==> config.mk <==
export PLATFORM = sky130hd
export DESIGN_NAME = ipc_mailbox
export DESIGN_NICKNAME = d
export VERILOG_FILES = /design/src/rtl/ipc_mbox_pkg.sv /design/src/rtl/ipc_buf.sv /design/src/rtl/ipc_ctrl.sv /design/src/rtl/ipc_mailbox.sv
export SDC_FILE = /design/constraint.sdc
export NUM_CORES = 1
export LEC_CHECK = 0
export BUFFER_PORTS_ARGS = -buffer_cell sky130_fd_sc_hd__buf_4
export CAP_MARGIN = 20
export CORE_ASPECT_RATIO = 0.9
export CORE_MARGIN = 2
export CORE_UTILIZATION = 40
export CTS_CLUSTER_SIZE = 20
export DETAILED_ROUTE_END_ITERATION = 6
export PLACE_DENSITY_LB_ADDON = 0.08
export SKIP_CTS_REPAIR_TIMING = 1
export SYNTH_ARGS = -nofsm -noshare
export SYNTH_HDL_FRONTEND = slang
export SYNTH_HIERARCHICAL = 1
export SYNTH_SLANG_ARGS = --single-unit
==> constraint.sdc <==
create_clock -name clk_i -period 2.44 [get_ports clk_i]
set_clock_uncertainty 0.15 [all_clocks]
set_input_delay 0.488 -clock clk_i [delete_from_list [all_inputs] [get_ports clk_i]]
set_output_delay 0.488 -clock clk_i [all_outputs]
set_load 0.02 [all_outputs]
==> src/rtl/ipc_mbox_pkg.sv <==
package ipc_mbox_pkg;
  typedef struct packed {
    logic [7:0] rsvd_hi;
    logic [7:0] size;
    logic [3:0] sub;
    logic [2:0] rsvd_lo;
    logic       ioc;
    logic [7:0] code;
  } cmd_t;

  localparam int STAT_BUSY = 0;
  localparam int STAT_ERR  = 1;
  localparam int STAT_PEND = 2;
  localparam int WORD_W    = 32;
endpackage

==> src/rtl/ipc_buf.sv <==
module ipc_buf #(
  parameter int WORDS = 4,
  parameter int IDX_W = 2
) (
  input  logic                 clk_i,
  input  logic                 rst_ni,
  input  logic                 we_i,
  input  logic [IDX_W-1:0]     idx_i,
  input  logic [31:0]          data_i,
  output logic [WORDS*32-1:0]  flat_o
);
  for (genvar w = 0; w < WORDS; w++) begin : g_word
    always_ff @(posedge clk_i or negedge rst_ni) begin
      if (!rst_ni)                                   flat_o[w*32 +: 32] <= '0;
      else if (we_i && idx_i == IDX_W'(w))            flat_o[w*32 +: 32] <= data_i;
    end
  end
endmodule

==> src/rtl/ipc_ctrl.sv <==
module ipc_ctrl
  import ipc_mbox_pkg::*;
(
  input  logic        clk_i,
  input  logic        rst_ni,
  input  logic        cmd_we_i,
  input  logic        stat_we_i,
  input  logic [31:0] wdata_i,
  input  logic        done_i,
  input  logic        err_i,
  input  logic [7:0]  err_code_i,
  output cmd_t        cmd_o,
  output logic        busy_o,
  output logic        err_o,
  output logic        pend_o,
  output logic [7:0]  code_o,
  output logic        doorbell_o,
  output logic        irq_o
);
  always_ff @(posedge clk_i or negedge rst_ni) begin
    if (!rst_ni) begin
      cmd_o      <= '0;
      busy_o     <= 1'b0;
      err_o      <= 1'b0;
      pend_o     <= 1'b0;
      code_o     <= '0;
      doorbell_o <= 1'b0;
      irq_o      <= 1'b0;
    end else begin
      doorbell_o <= 1'b0;
      irq_o      <= 1'b0;
      // ack first so a same-cycle completion wins
      if (stat_we_i && wdata_i[STAT_PEND]) pend_o <= 1'b0;
      if (cmd_we_i && !busy_o) begin
        cmd_o      <= cmd_t'(wdata_i);
        busy_o     <= 1'b1;
        err_o      <= 1'b0;
        code_o     <= '0;
        doorbell_o <= 1'b1;
      end else if (done_i && busy_o) begin
        busy_o <= 1'b0;
        err_o  <= err_i;
        code_o <= err_code_i;
        if (cmd_o.ioc) begin
          pend_o <= 1'b1;
          irq_o  <= 1'b1;
        end
      end
    end
  end
endmodule

==> src/rtl/ipc_mailbox.sv <==
module ipc_mailbox
  import ipc_mbox_pkg::*;
#(
  parameter int         ADDR_W    = 8,
  parameter int         BUF_BYTES = 16,
  parameter logic [7:0] INIT_ID   = 8'h01,
  localparam int        BUF_WORDS = BUF_BYTES / 4,
  localparam int        IDX_W     = $clog2(BUF_WORDS),
  localparam int        BUF_W     = BUF_WORDS * 32
) (
  input  logic              clk_i,
  input  logic              rst_ni,
  input  logic [ADDR_W-1:0] h_addr_i,
  input  logic              h_wr_i,
  input  logic [31:0]       h_wdata_i,
  input  logic              h_rd_i,
  input  logic              h_byte_i,
  output logic [31:0]       h_rdata_o,
  output logic              h_irq_o,
  output logic              c_doorbell_o,
  output logic [31:0]       c_cmd_o,
  output logic [BUF_W-1:0]  c_wbuf_o,
  input  logic              c_rsp_we_i,
  input  logic [IDX_W-1:0]  c_rsp_idx_i,
  input  logic [31:0]       c_rsp_data_i,
  input  logic              c_done_i,
  input  logic              c_err_i,
  input  logic [7:0]        c_err_code_i
);
  localparam logic [ADDR_W-1:0] CMD_OFS  = ADDR_W'(8'h00);
  localparam logic [ADDR_W-1:0] STAT_OFS = ADDR_W'(8'h04);
  localparam logic [ADDR_W-1:0] WBUF_OFS = ADDR_W'(8'h80);
  localparam logic [ADDR_W-1:0] RBUF_OFS = ADDR_W'(8'h90);
  localparam logic [ADDR_W-1:0] SPAN     = ADDR_W'(BUF_BYTES);

  cmd_t             cmd_q;
  logic             busy, err, pend;
  logic [7:0]       code;
  logic [BUF_W-1:0] rbuf;
  logic             in_wbuf, in_rbuf;
  logic [IDX_W-1:0] word_idx;
  logic [31:0]      rword, status;

  assign in_wbuf  = h_addr_i >= WBUF_OFS && h_addr_i < WBUF_OFS + SPAN;
  assign in_rbuf  = h_addr_i >= RBUF_OFS && h_addr_i < RBUF_OFS + SPAN;
  assign word_idx = h_addr_i[IDX_W+1:2];

  ipc_ctrl u_ctrl (
    .clk_i,
    .rst_ni,
    .cmd_we_i   (h_wr_i && h_addr_i == CMD_OFS),
    .stat_we_i  (h_wr_i && h_addr_i == STAT_OFS),
    .wdata_i    (h_wdata_i),
    .done_i     (c_done_i),
    .err_i      (c_err_i),
    .err_code_i (c_err_code_i),
    .cmd_o      (cmd_q),
    .busy_o     (busy),
    .err_o      (err),
    .pend_o     (pend),
    .code_o     (code),
    .doorbell_o (c_doorbell_o),
    .irq_o      (h_irq_o)
  );

  ipc_buf #(.WORDS(BUF_WORDS), .IDX_W(IDX_W)) u_wbuf (
    .clk_i,
    .rst_ni,
    .we_i   (h_wr_i && in_wbuf && !busy),
    .idx_i  (word_idx),
    .data_i (h_wdata_i),
    .flat_o (c_wbuf_o)
  );

  ipc_buf #(.WORDS(BUF_WORDS), .IDX_W(IDX_W)) u_rbuf (
    .clk_i,
    .rst_ni,
    .we_i   (c_rsp_we_i && busy),
    .idx_i  (c_rsp_idx_i),
    .data_i (c_rsp_data_i),
    .flat_o (rbuf)
  );

  assign c_cmd_o = cmd_q;
  assign status  = {8'h00, code, INIT_ID, cmd_q.sub, 1'b0, pend, err, busy};
  assign rword   = rbuf[word_idx*32 +: 32];

  always_comb begin
    h_rdata_o = '0;
    if (h_rd_i) begin
      if (h_addr_i == STAT_OFS) h_rdata_o = status;
      else if (in_rbuf) h_rdata_o = h_byte_i ? {24'h0, rword[h_addr_i[1:0]*8 +: 8]} : rword;
    end
  end
endmodule

==> flow_summary.json <==
{
  "p_per_area_nw_per_um2": 769,
  "crit_path_top_delay_cell": "mux4_2",
  "ant_nets": 0,
  "worstSetupStartpointType": "register",
  "clock_sinks": 301,
  "hold_ws_ns": 0.0797,
  "grt-ovfl-total": 0,
  "status": "finished with violations",
  "grt_usage_pct": 20.9,
  "grt_antenna_before_repair": 0,
  "synth-edff-count": 0,
  "worstRegToRegCells": 5,
  "core_area_um2": 32900,
  "die-area_um2": 34800,
  "antenna-diode-count": 0,
  "cts_root_buf": "clkbuf_16",
  "criticalPathCategory": "register to output port",
  "ys_warn_count": 6,
  "synth_cells": 861,
  "ios": 284,
  "initial_core_util_pct": 40.5,
  "drive_gt1_share_pct": 61.6,
  "gp_congestion": 0.788,
  "drt-initial-drc-count": 441,
  "dpl.cell_count": 1586,
  "wl_um": 36300,
  "core.rowCount": 63,
  "fin_crit_sh_pct": 109,
  "syn2layout_area_growth_pct": 34.5,
  "via_count": 8680,
  "crit_fanout": 3,
  "synth_flop_cell": "dfrtp_1",
  "peakVddDrop_v": 0.000561,
  "most-common-layout-cells": "331 x buf_4, 301 x dfrtp_1, 253 x mux2_2",
  "endpoint_kind": "output port",
  "setup_viol": 13,
  "synth_seq_cells": 301,
  "rsz0062_at_grt": "yes",
  "hold_path_class": "input port to register",
  "async_reset_ff_share_pct": 100,
  "cts.clk_slew.worst_paths_ns": 0.06,
  "synthesis.area_um2": 13300,
  "max_stage_delay_ns": 0.46,
  "firstDrtPassIters": 4,
  "fin_nets": 1303,
  "grt_first_pass_wirelength_um": 55700,
  "numCtsBuffers": 34,
  "htreeDepth": 2,
  "worstMarginPinSlew_ns": 0.706,
  "layout_min_cycle_time_ns": 2.66,
  "drcViolationCount": 0,
  "wl_per_cell_um": 21.9,
  "hp-start": "c_rsp_data_i[5]",
  "violations": "negative setup slack",
  "timing.rr.start": "u_ctrl/busy_o",
  "p_leak_nw": 8.98,
  "synthDistinctLibCells": 38,
  "synth_area_per_cell_um2": 15.5,
  "final_common_cell": "buf_4",
  "required_ns": 1.80,
  "ys_seq_area_share_pct": 56.6,
  "hold_viol": 0,
  "path_delay_family": "multiplexers",
  "setup_slack_ns": -0.219,
  "cp_data_arrival_time_ns": 2.02,
  "portBuffers": 283,
  "cap_viol_max_count": 0,
  "cts_tree": "yes",
  "die_y_um": 177,
  "vias_per_cell": 5.23,
  "timing.fmax_ghz": 0.376,
  "cp.depth": 5,
  "whs_path_depth": 2,
  "hpwlAfterDp_um": 26100,
  "fin_cells": 1660,
  "slew_violations": 0,
  "path_buf_inv": 1,
  "grt_pass1_vias": 8934,
  "place_ws_ns": -0.151,
  "clock_latency_ns": 0.50,
  "startpoint": "u_rbuf/flat_o[19]",
  "cts_buffer_depth": 3,
  "tns_ns": -0.676,
  "fillers": 2763,
  "syn_nets": 951,
  "max_slew_margin_pct": 52.7,
  "die_w_um": 196,
  "crit_chain": "mux4_2 > mux2_2 > o221ai_2 > a21oi_2 > buf_6",
  "grt_max_degree": 55
}
-- state kept, by name, summed over array words and instances (netlist names) --
name,count
u_ctrl/busy_o,1
u_ctrl/cmd_o,32
u_ctrl/code_o,8
u_ctrl/doorbell_o,1
u_ctrl/err_o,1
u_ctrl/irq_o,1
u_ctrl/pend_o,1
u_rbuf/flat_o,128
u_wbuf/flat_o,128
-- final timing paths --
kind,to,slack (ns)
min reg2reg,u_ctrl/cmd_o[31],0.34
max reg2reg,u_wbuf/flat_o[54],0.46
max in group asynchronous,u_wbuf/flat_o[73],1.07
max,h_rdata_o[3],-0.22
min,u_rbuf/flat_o[5],0.08
min in group asynchronous,u_rbuf/flat_o[6],0.36
-- final cells by class --
class / instances / area (um2) / area share [%]
sequential: 301 / 7530 / 42.1
multi-input combinational: 505 / 5600 / 31.3
timing repair buffer: 369 / 3130 / 17.5
clock buffer: 51 / 1020 / 5.68
tap: 422 / 528 / 2.95
clock inverter: 10 / 87.6 / 0.489
inverter: 2 / 7.51 / 0.0419
-- power breakdown --
group	switching (mW)	leakage, nW	internal [mW]
logic	1.20	4.38	1.38
clock network	2.01	0.541	2.99
registers	0.469	4.05	5.71
-- logic make-up (layout without fill, tap and decap cells) --
logic type / count (synthesis) / in the layout / share of synthesized area (%)
DFF: 301 / 301 / 56.6
buffers and inverters: 55 / 432 / 2.50
AOI/OAI and AO/OA: 72 / 72 / 3.84
muxes: 367 / 367 / 33.8
and+or+nand+nor: 66 / 66 / 3.33
-- stage by stage --
stage               utilization, %  total power [mW]  cell area (um2)
floorplan                        -              7.55            13300
global placement              50.0              8.77            16400
detailed placement            50.0              8.81            16400
CTS                           53.4              13.9            17500
global route                  54.5              14.4            17900
finish                        54.5              13.8            17900
-- cell usage after synthesis (all sizes together) (8+ instances only) --
cell type	count	area share [%]
a21oi	9	0.34
a22o	9	0.59
a22oi	29	1.6
and2	8	0.38
and3	11	0.52
buf	45	2.2
clkbuf	8	0.23
dfrtp	301	57
mux2	298	26
mux2i	42	3.2
mux4	27	4.6
nand3	9	0.34
nor2b	12	0.56
-- routing by layer --
layer / wire length [um] / global-route usage (%) / part of all wire [%]
met1: 16800 / 29.7 / 46
met2: 16900 / 32.8 / 46
met3: 1990 / 4.52 / 5.5
met4: 655 / 4.92 / 1.8
met5: 0 / 0 / 0
-- worst register-to-register path, stage by stage, from the launching register on --
cell and delay (ns):
dfrtp_1 0.48, and4b_1 0.24, buf_4 0.14, nand3b_1 0.12, buf_4 0.33, mux2_2 0.40
No activity file was read; power rests on OpenSTA's default activity.
